$ cat src/rtl/sws_pkg.sv
`timescale 1ns/1ps
package sws_pkg;
  typedef enum logic [2:0] {
    WL_8  = 3'd0,
    WL_12 = 3'd1,
    WL_16 = 3'd2,
    WL_24 = 3'd3,
    WL_32 = 3'd4
  } wl_code_e;
endpackage

$ cat src/rtl/sws_bit_counter.sv
`timescale 1ns/1ps
module sws_bit_counter #(
  parameter int LEN_W = 6
) (
  input  logic             clk,
  input  logic             rst,
  input  logic             bit_en,
  input  logic [LEN_W-1:0] len_bits,
  output logic             first_bit,
  output logic             last_bit
);
  logic [LEN_W-1:0] pos;

  assign first_bit = (pos == '0);
  assign last_bit  = (pos >= len_bits - LEN_W'(1));

  always_ff @(posedge clk) begin
    if (rst)         pos <= '0;
    else if (bit_en) pos <= last_bit ? '0 : pos + LEN_W'(1);
  end


  pos_hold_chk: assert property (@(posedge clk) disable iff (rst)
    !bit_en |=> $stable(pos));
endmodule

$ cat src/rtl/sws_tx_shifter.sv
`timescale 1ns/1ps
module sws_tx_shifter #(
  parameter int DATA_W = 24,
  parameter int IDX_W  = 5
) (
  input  logic              clk,
  input  logic              rst,
  input  logic              bit_en,
  input  logic              first_bit,
  input  logic [IDX_W-1:0]  anchor,
  input  logic [DATA_W-1:0] tx_word,
  output logic              tx_sdo
);
  logic [DATA_W-1:0] shreg;

  always_ff @(posedge clk) begin
    if (rst) begin
      shreg  <= '0;
      tx_sdo <= 1'b0;
    end else if (bit_en) begin
      if (first_bit) begin
        tx_sdo <= tx_word[anchor];
        shreg  <= tx_word << 1;
      end else begin
        tx_sdo <= shreg[anchor];
        shreg  <= shreg << 1;
      end
    end
  end


  sdo_hold_chk: assert property (@(posedge clk) disable iff (rst)
    !bit_en |=> $stable(tx_sdo));
endmodule

$ cat src/rtl/sws_rx_assembler.sv
`timescale 1ns/1ps
module sws_rx_assembler #(
  parameter int DATA_W     = 24,
  parameter int NARROW_MSB = 15,
  parameter int MAX_LEN    = 32,
  parameter int LEN_W      = 6,
  parameter int IDX_W      = 5
) (
  input  logic              clk,
  input  logic              rst,
  input  logic              bit_en,
  input  logic              last_bit,
  input  logic              align16,
  input  logic [IDX_W-1:0]  anchor,
  input  logic [LEN_W-1:0]  len_bits,
  input  logic              rx_sdi,
  output logic [DATA_W-1:0] rx_word,
  output logic              word_done
);
  logic [MAX_LEN-2:0] hist;
  logic [MAX_LEN-1:0] hist_nxt, field, wide, keep;
  logic [LEN_W-1:0]   span;
  logic [DATA_W-1:0]  aligned;

  assign hist_nxt = {hist, rx_sdi};
  assign span     = LEN_W'(anchor) + LEN_W'(1);

  always_comb begin
    field = hist_nxt & ~({MAX_LEN{1'b1}} << len_bits);
    if (len_bits > span) wide = field >> (len_bits - span);
    else                 wide = field << (span - len_bits);
    keep    = ~({MAX_LEN{1'b1}} << span);
    aligned = DATA_W'(wide & keep);
  end

  always_ff @(posedge clk) begin
    if (rst) begin
      hist      <= '0;
      rx_word   <= '0;
      word_done <= 1'b0;
    end else begin
      word_done <= bit_en && last_bit;
      if (bit_en) begin
        hist <= hist_nxt[MAX_LEN-2:0];
        if (last_bit) rx_word <= aligned;
      end
    end
  end


  done_single_chk: assert property (@(posedge clk) disable iff (rst)
    word_done |=> !word_done);

  rx_word_hold_chk: assert property (@(posedge clk) disable iff (rst)
    !word_done |-> $stable(rx_word));

  narrow_upper_zero_chk: assert property (@(posedge clk) disable iff (rst)
    (word_done && $past(align16)) |-> (rx_word[DATA_W-1:NARROW_MSB+1] == '0));
endmodule

$ cat src/rtl/serial_word_shifter.sv
`timescale 1ns/1ps
module serial_word_shifter #(
  parameter int DATA_W     = 24,
  parameter int NARROW_MSB = 15,
  parameter int MAX_LEN    = 32
) (
  input  logic              clk,
  input  logic              rst,
  input  logic              bit_en,
  input  logic [2:0]        wl_sel,
  input  logic              align16,
  input  logic [DATA_W-1:0] tx_word,
  input  logic              rx_sdi,
  output logic              tx_sdo,
  output logic [DATA_W-1:0] rx_word,
  output logic              word_done
);
  import sws_pkg::*;

  localparam int LEN_W = $clog2(MAX_LEN + 1);
  localparam int IDX_W = $clog2(DATA_W);

  logic [LEN_W-1:0] len_bits;
  logic [IDX_W-1:0] anchor;
  logic             first_bit, last_bit;

  always_comb begin
    case (wl_code_e'(wl_sel))
      WL_8:    len_bits = LEN_W'(8);
      WL_12:   len_bits = LEN_W'(12);
      WL_16:   len_bits = LEN_W'(16);
      WL_32:   len_bits = LEN_W'(MAX_LEN);
      default: len_bits = LEN_W'(24);
    endcase
  end

  assign anchor = align16 ? IDX_W'(NARROW_MSB) : IDX_W'(DATA_W - 1);

  sws_bit_counter #(.LEN_W(LEN_W)) u_cnt (
    .clk(clk), .rst(rst), .bit_en(bit_en), .len_bits(len_bits),
    .first_bit(first_bit), .last_bit(last_bit)
  );

  sws_tx_shifter #(.DATA_W(DATA_W), .IDX_W(IDX_W)) u_tx (
    .clk(clk), .rst(rst), .bit_en(bit_en), .first_bit(first_bit),
    .anchor(anchor), .tx_word(tx_word), .tx_sdo(tx_sdo)
  );

  sws_rx_assembler #(
    .DATA_W(DATA_W), .NARROW_MSB(NARROW_MSB), .MAX_LEN(MAX_LEN),
    .LEN_W(LEN_W), .IDX_W(IDX_W)
  ) u_rx (
    .clk(clk), .rst(rst), .bit_en(bit_en), .last_bit(last_bit),
    .align16(align16), .anchor(anchor), .len_bits(len_bits),
    .rx_sdi(rx_sdi), .rx_word(rx_word), .word_done(word_done)
  );
endmodule

$ cat config.mk
export PLATFORM = sky130hd
export DESIGN_NAME = serial_word_shifter
export DESIGN_NICKNAME = d
export VERILOG_FILES = /design/src/rtl/sws_pkg.sv /design/src/rtl/sws_bit_counter.sv /design/src/rtl/sws_tx_shifter.sv /design/src/rtl/sws_rx_assembler.sv /design/src/rtl/serial_word_shifter.sv
export SDC_FILE = /design/constraint.sdc
export NUM_CORES = 1
export LEC_CHECK = 0
export ABC_AREA = 1
export BUFFER_PORTS_ARGS = -buffer_cell sky130_fd_sc_hd__buf_2
export CAP_MARGIN = 20
export CORE_UTILIZATION = 62
export CTS_CLUSTER_DIAMETER = 50
export DETAILED_ROUTE_END_ITERATION = 6
export PLACE_DENSITY = 0.82
export SETUP_SLACK_MARGIN = 0.4
export SYNTH_ARGS = -nofsm -noshare
export SYNTH_HDL_FRONTEND = slang
export SYNTH_HIERARCHICAL = 1
export SYNTH_SLANG_ARGS = --single-unit
$ cat constraint.sdc
create_clock -name clk -period 3.6 [get_ports clk]
set_input_delay 0.72 -clock clk [delete_from_list [all_inputs] [get_ports clk]]
set_output_delay 0.72 -clock clk [all_outputs]
set_load 0.01 [all_outputs]
Word-level counts from Yosys, hierarchy flattened
Cells that the tools add are included.
Storage, ports and cells
  bits in registers: 87
  input bits: 32
  output and inout port bits: 26
Operators by class
  add/sub/neg operators: 5
  magnitude comparators: 3
  eq/ne operators: 3
  shifts and indexed selects: 4
  muxes and demuxes: 10
  bitwise gates (word level): 4
  reduce and logical (&&, ||, !) cells: 4
Operators with widths (count)
  $mux 24: 2
  $and 32x32->32: 1
  $not 32->32: 1
  $shl 32x6->24: 1
  $shl 32x6->24 const A: 1
  $shl 32x6->32 const A: 1
  $shr 32x6->24: 1
  $and 24x24->24: 1
  $not 24->24: 1
  $pmux 6 s4: 1
  $sub 6x6->6: 2
  $bmux 1 s5: 2
  $add 5x1->6 const B: 1
  $add 6x1->6 const B: 1
  $ge 6x6->1: 1
  $gt 6x6->1: 1
  $logic_not 6->1: 1
  $lt 5x6->1 const B: 1
  $mux 6: 1
  $sub 6x1->6 const B: 1
  $mux 5: 1
  $eq 3x1->1 const B: 1
  $eq 3x2->1 const B: 1
  $eq 3x3->1 const B: 1
  other kinds (4): 6

Longest topological paths before layout
  depth after elaboration: 8
  mapped depth: 21
  depth with buffers taken out: 20

Hierarchy
Netlist, hierarchy kept.
Modules (own cells, without submodules)
  sws_rx_assembler: instances 1, cells each 1069, area each 5908.2 µm², sequential area each 1121.1 µm²
  sws_tx_shifter: instances 1, cells each 274, area each 1657.8 µm², sequential area each 480.5 µm²
  sws_bit_counter: instances 1, cells each 76, area each 524.3 µm², sequential area each 120.1 µm²
  serial_word_shifter: instances 1, cells each 12, area each 60.1 µm², sequential area each 0.0 µm²

Worst setup path after synthesis
No wires, ideal clock.
  kind: input to register
  start point: input port wl_sel[0]
  end point: register u_rx.rx_word[1]
  data arrival time: 2.870 ns
  required time: 3.468 ns
  setup slack: 0.598 ns
  stages on the path: 18
  path through: inv_2 > o21ai_1 > inv_1 > nand3_1 > xnor2_1 > inv_1 > ha_1 > nand2_1 > inv_1 > a21oi_1 > nand2_1 > nand2_1 > nor2_1 > inv_1 > clkbuf_1 > o21ai_0 > nand2_1 > a21oi_1
RTL lines
  start: declaration: RTL line serial_word_shifter.sv:10  | input logic [2:0] wl_sel,
  $eq 3x3->1, or another cell as far along: RTL line serial_word_shifter.sv:28  | case (wl_code_e'(wl_sel))
  $pmux 6 s4 *: RTL line serial_word_shifter.sv:28
  via len_bits[4]: RTL line serial_word_shifter.sv:23  | logic [LEN_W-1:0] len_bits;
  $sub 6x1->6 *: RTL line sws_bit_counter.sv:15  | assign last_bit = (pos >= len_bits - LEN_W'(1));
  $ge 6x6->1 *: RTL line sws_bit_counter.sv:15
  via last_bit: RTL line serial_word_shifter.sv:25  | logic first_bit, last_bit;
  $reduce_and 2->1 (no source line) *
  end signal: assignment: RTL line sws_rx_assembler.sv:45  | if (last_bit) rx_word <= aligned;
  end: declaration: RTL line sws_rx_assembler.sv:17  | output logic [DATA_W-1:0] rx_word,
The timed path passes the listed nets; every way through them passes the cells marked *.
A chain may end at the register's enable or synchronous reset.

Worst setup path in the final report
  start point: input port wl_sel[1]
  end point: register u_rx.rx_word[23]
Between the ends
  cells in the longest elaborated chain, start to end: 8
RTL lines
  $eq 3x3->1, or another cell as far along: RTL line serial_word_shifter.sv:28
  $pmux 6 s4 *: RTL line serial_word_shifter.sv:28
  via len_bits[2]: RTL line serial_word_shifter.sv:23
  $shl 32x6->32: RTL line sws_rx_assembler.sv:29  | field = hist_nxt & ~({MAX_LEN{1'b1}} << len_bits);
  $not 32->32: RTL line sws_rx_assembler.sv:29
  $and 32x32->32: RTL line sws_rx_assembler.sv:29
  $shl 32x6->24 or $shr 32x6->24 (tied branches): RTL line sws_rx_assembler.sv:31, sws_rx_assembler.sv:30
  $mux 24: RTL line sws_rx_assembler.sv:30  | if (len_bits > span) wide = field >> (len_bits - span);
  $and 24x24->24: RTL line sws_rx_assembler.sv:33  | aligned = DATA_W'(wide & keep);
Marks and branches as above.

==> flow_summary.toml <==
[sta]
fmaxAchievable_mhz = 316.1
finalSetupViolCount = 0
hold_violations = 0
worst_slew_pin_slew_ns = 0.9649
finalClockSkew_ns = 0.01106
whs_ns = 0.4635
final_max_slew_viol_count = 0
max-slew-margin-rel = 0.3518
min_period_ns = 3.164
min_period_over_period = 0.8789
tns_ns = 0
rsz0062_at_grt = "yes"

[yosys]
yosys_warnings = 6
ys_seq_area_frac = 0.2112
synth_area_leader_cell = "nand2_1"
synthMuxAreaShare = 0
synth_most_common_cell = "nand2_1"
synth-simple-area-share = 0.4704
synthAdderAreaFrac = 0.04176
synth_common_cells = "nand2_1 (507), nand3_1 (287), inv_1 (120)"
synth_edf_count = 0
async_flop_share = 0
yosys-top-cells-area = "nand2_1 (23%), dfxtp_1 (21%), nand3_1 (18%)"
synth_top_family_by_area = "simple AND/OR/NAND/NOR gates"
syn_avg_cell_area_sq_um = 5.696
synthFlopType = "dfxtp_1"
synth_compound_area_frac = 0.1357
synthXorXnorAreaFrac = 0.02748
synth_top_area_share = 0.2335
ys_types = 45
syn_area_sq_um = 8150
synth_cells = 1431
ys_ff_latch = 86

[pwr]
p_per_area_nw_per_um2 = 442.3
p_total_mw = 3.967
leakage_nw = 4.585
irDropWorstVdd_mv = 0.2744

[worst_hold_path]
min_path_type = "reg2reg"

[clock_network]
cts_buffer_depth = 2
cts_tree = "done"
clkTransAtPathRegs_ns = 0.07
cts.sinks = 86
cts_root_buf = "clkbuf_16"
numCtsBuffers = 9
htree_levels = 3
hold_buffers = 0
clk_latency_ns = 0.36

[detailed_routing]
drcViolationCount = 0
viasPerCell = 5.788
ant_nets = 0
drt_pre_antenna_iters = 6
vias = 9631
drt-initial-drc-count = 1476
routed_wl_um = 26730
avgRoutedWirePerCell_um = 16.06

[floorplanning]
initial_core_util = 0.6406
fp.dieH_um = 116.7
rows = 41
dieArea_sq_um = 13610
dieWidth_um = 116.7
coreArea_sq_um = 12720
ios = 58

[global_route]
grt_pass1_vias = 8253
grt_max_degree = 58
grt_usage = 0.4023
antenna_found_initial = 0
grt_first_pass_wirelength_um = 41700
overflow = 0

[worst_setup_path]
required_ns = 3.89
crit_arrival_ns = 3.45
crit_chain = "buf_2 > nor3_2 > buf_4 > inv_1 > ha_1 > xnor2_2 > inv_1 > nand3_1 > nand2_1 > o21ai_0 > nand3_1 > nand2_1 > nand2_1 > a21oi_1"
cp-end-kind = "flip-flop"
cp_top_family = "simple AND/OR/NAND/NOR gates"
worst-setup-path-type = "in2reg"
cp_common_cell = "nand2_1"
rrSetupSlack_ns = 1.01
critPathLaunchType = "input port"
cp_slowest_cell = "ha_1"
cpPeakStageDelay_ns = 0.46
path_buf_inv = 4
crit_fanout = 23

[placement]
place_hpwl_um = 20200
placed_cells = 1642
port-buffer-count = 57
place.gp.congestion = 0.9941

[layout]
final-seq-area_sq_um = 1722
num-fill-cells = 1234
areaGrowthSynthToFinish_pct = 10.04
antenna_cells = 0
fin_cells = 1664
nNetsFinal = 1545
fin_util = 0.7050
drive_gt1_frac = 0.1046
multi_input_area_sq_um = 5692

[flow_run]
drv_cap = 0

[status]
outcome = "completed"
logic make-up after synthesis:
| kind of cell | after synthesis |
|---|---|
| AO/OA/AOI/OAI | 195 |
| XOR/XNOR | 17 |
| adder cells (fa/ha/maj) | 26 |
| buffers and inverters | 216 |
| flip-flops | 86 |
| other | 2 |
| AND/OR/NAND/NOR | 889 |
path summary, 6_finish.rpt:
path                                startpoint                             to  cells past startpoint
setup / recovery                     wl_sel[1]  u_rx/rx_word[23]$_SDFFE_PP0P_                     14
hold / removal    u_rx/rx_word[6]$_SDFFE_PP0P_   u_rx/rx_word[6]$_SDFFE_PP0P_                      2
setup reg to reg     u_cnt/pos[0]$_SDFFE_PP0P_    u_tx/shreg[18]$_SDFFE_PP0P_                      9
hold reg to reg   u_rx/rx_word[6]$_SDFFE_PP0P_   u_rx/rx_word[6]$_SDFFE_PP0P_                      2
area by class of cell:
| class | count | share of cell area |
|---|---|---|
| Clock buffer | 9 | 0.02511 |
| Clock inverter | 7 | 0.008789 |
| Inverter | 137 | 0.05804 |
| Multi-Input combinational cell | 1167 | 0.6346 |
| Sequential cell | 86 | 0.1920 |
| Tap cell | 172 | 0.02400 |
| Timing Repair Buffer | 86 | 0.05748 |
power by group:
part	switching [mW]	leakage (nW)	internal, mW
sequential	0.0284	0.702	0.987
clock	0.481	0.141	0.492
combinational	1.38	3.74	0.601
total	1.89	4.59	2.08
state kept, by name (all words and copies together), names as in the netlist:
signal and count:
u_rx/hist 31, u_rx/rx_word 24, u_tx/shreg 23, u_cnt/pos 6
u_rx/word_done 1, u_tx/tx_sdo 1
metal layers:
| metal | routed length [um] | GRT usage |
|---|---|---|
| met1 | 11650 | 0.5557 |
| met2 | 11330 | 0.5949 |
| met3 | 2797 | 0.09341 |
| met4 | 947 | 0.1781 |
| met5 | 0 | 0 |
repair_timing:
item / 4_1_cts / 5_1_grt
setup endpoints to repair: 0 / 25
gates resized for setup: 0 / 9
buffers inserted: 0 / 5
placed cells by master, fill, tap and decap left out, types with 3 or more instances in the layout:
| cell type | instances |
|---|---|
| ha_1 | 23 |
| a21oi_1 | 97 |
| o211ai_1 | 27 |
| clkbuf_16 | 9 |
| nor2_1 | 57 |
| xnor2_1 | 3 |
| nor2_2 | 5 |
| xor2_1 | 7 |
| inv_1 | 118 |
| clkinv_1 | 3 |
| o21ai_0 | 32 |
| nand2_2 | 7 |
| buf_4 | 28 |
| conb_1 | 39 |
| nand3_1 | 287 |
| inv_2 | 14 |
| clkinvlp_4 | 3 |
| o21ai_1 | 22 |
| nor3_2 | 3 |
| buf_2 | 57 |
| xor2_2 | 4 |
| nor3_1 | 3 |
| a211oi_1 | 10 |
| dfxtp_1 | 86 |
| nor2_4 | 5 |
| nand4_1 | 11 |
| nand2_1 | 505 |
metrics by stage:
step	setup slack, ns	area (sq um)
6_report	0.4360	8969
3_3_place_gp	0.1330	8569
5_1_grt	0.3357	8969
3_5_place_dp	0.09601	8569
2_1_floorplan	0.5976	8289
4_1_cts	0.4635	8874
worst reg2reg max path, stage by stage (launching register included):
cell      delay, ns
dfxtp_1        0.34
inv_1          0.10
ha_1           0.17
nand2_1        0.05
nor3_1         0.73
inv_2          0.53
a21oi_1        0.24
o21ai_0        0.13
o211ai_1       0.12
inv_1          0.06
Note: power is estimated with default switching activity, not from simulation.
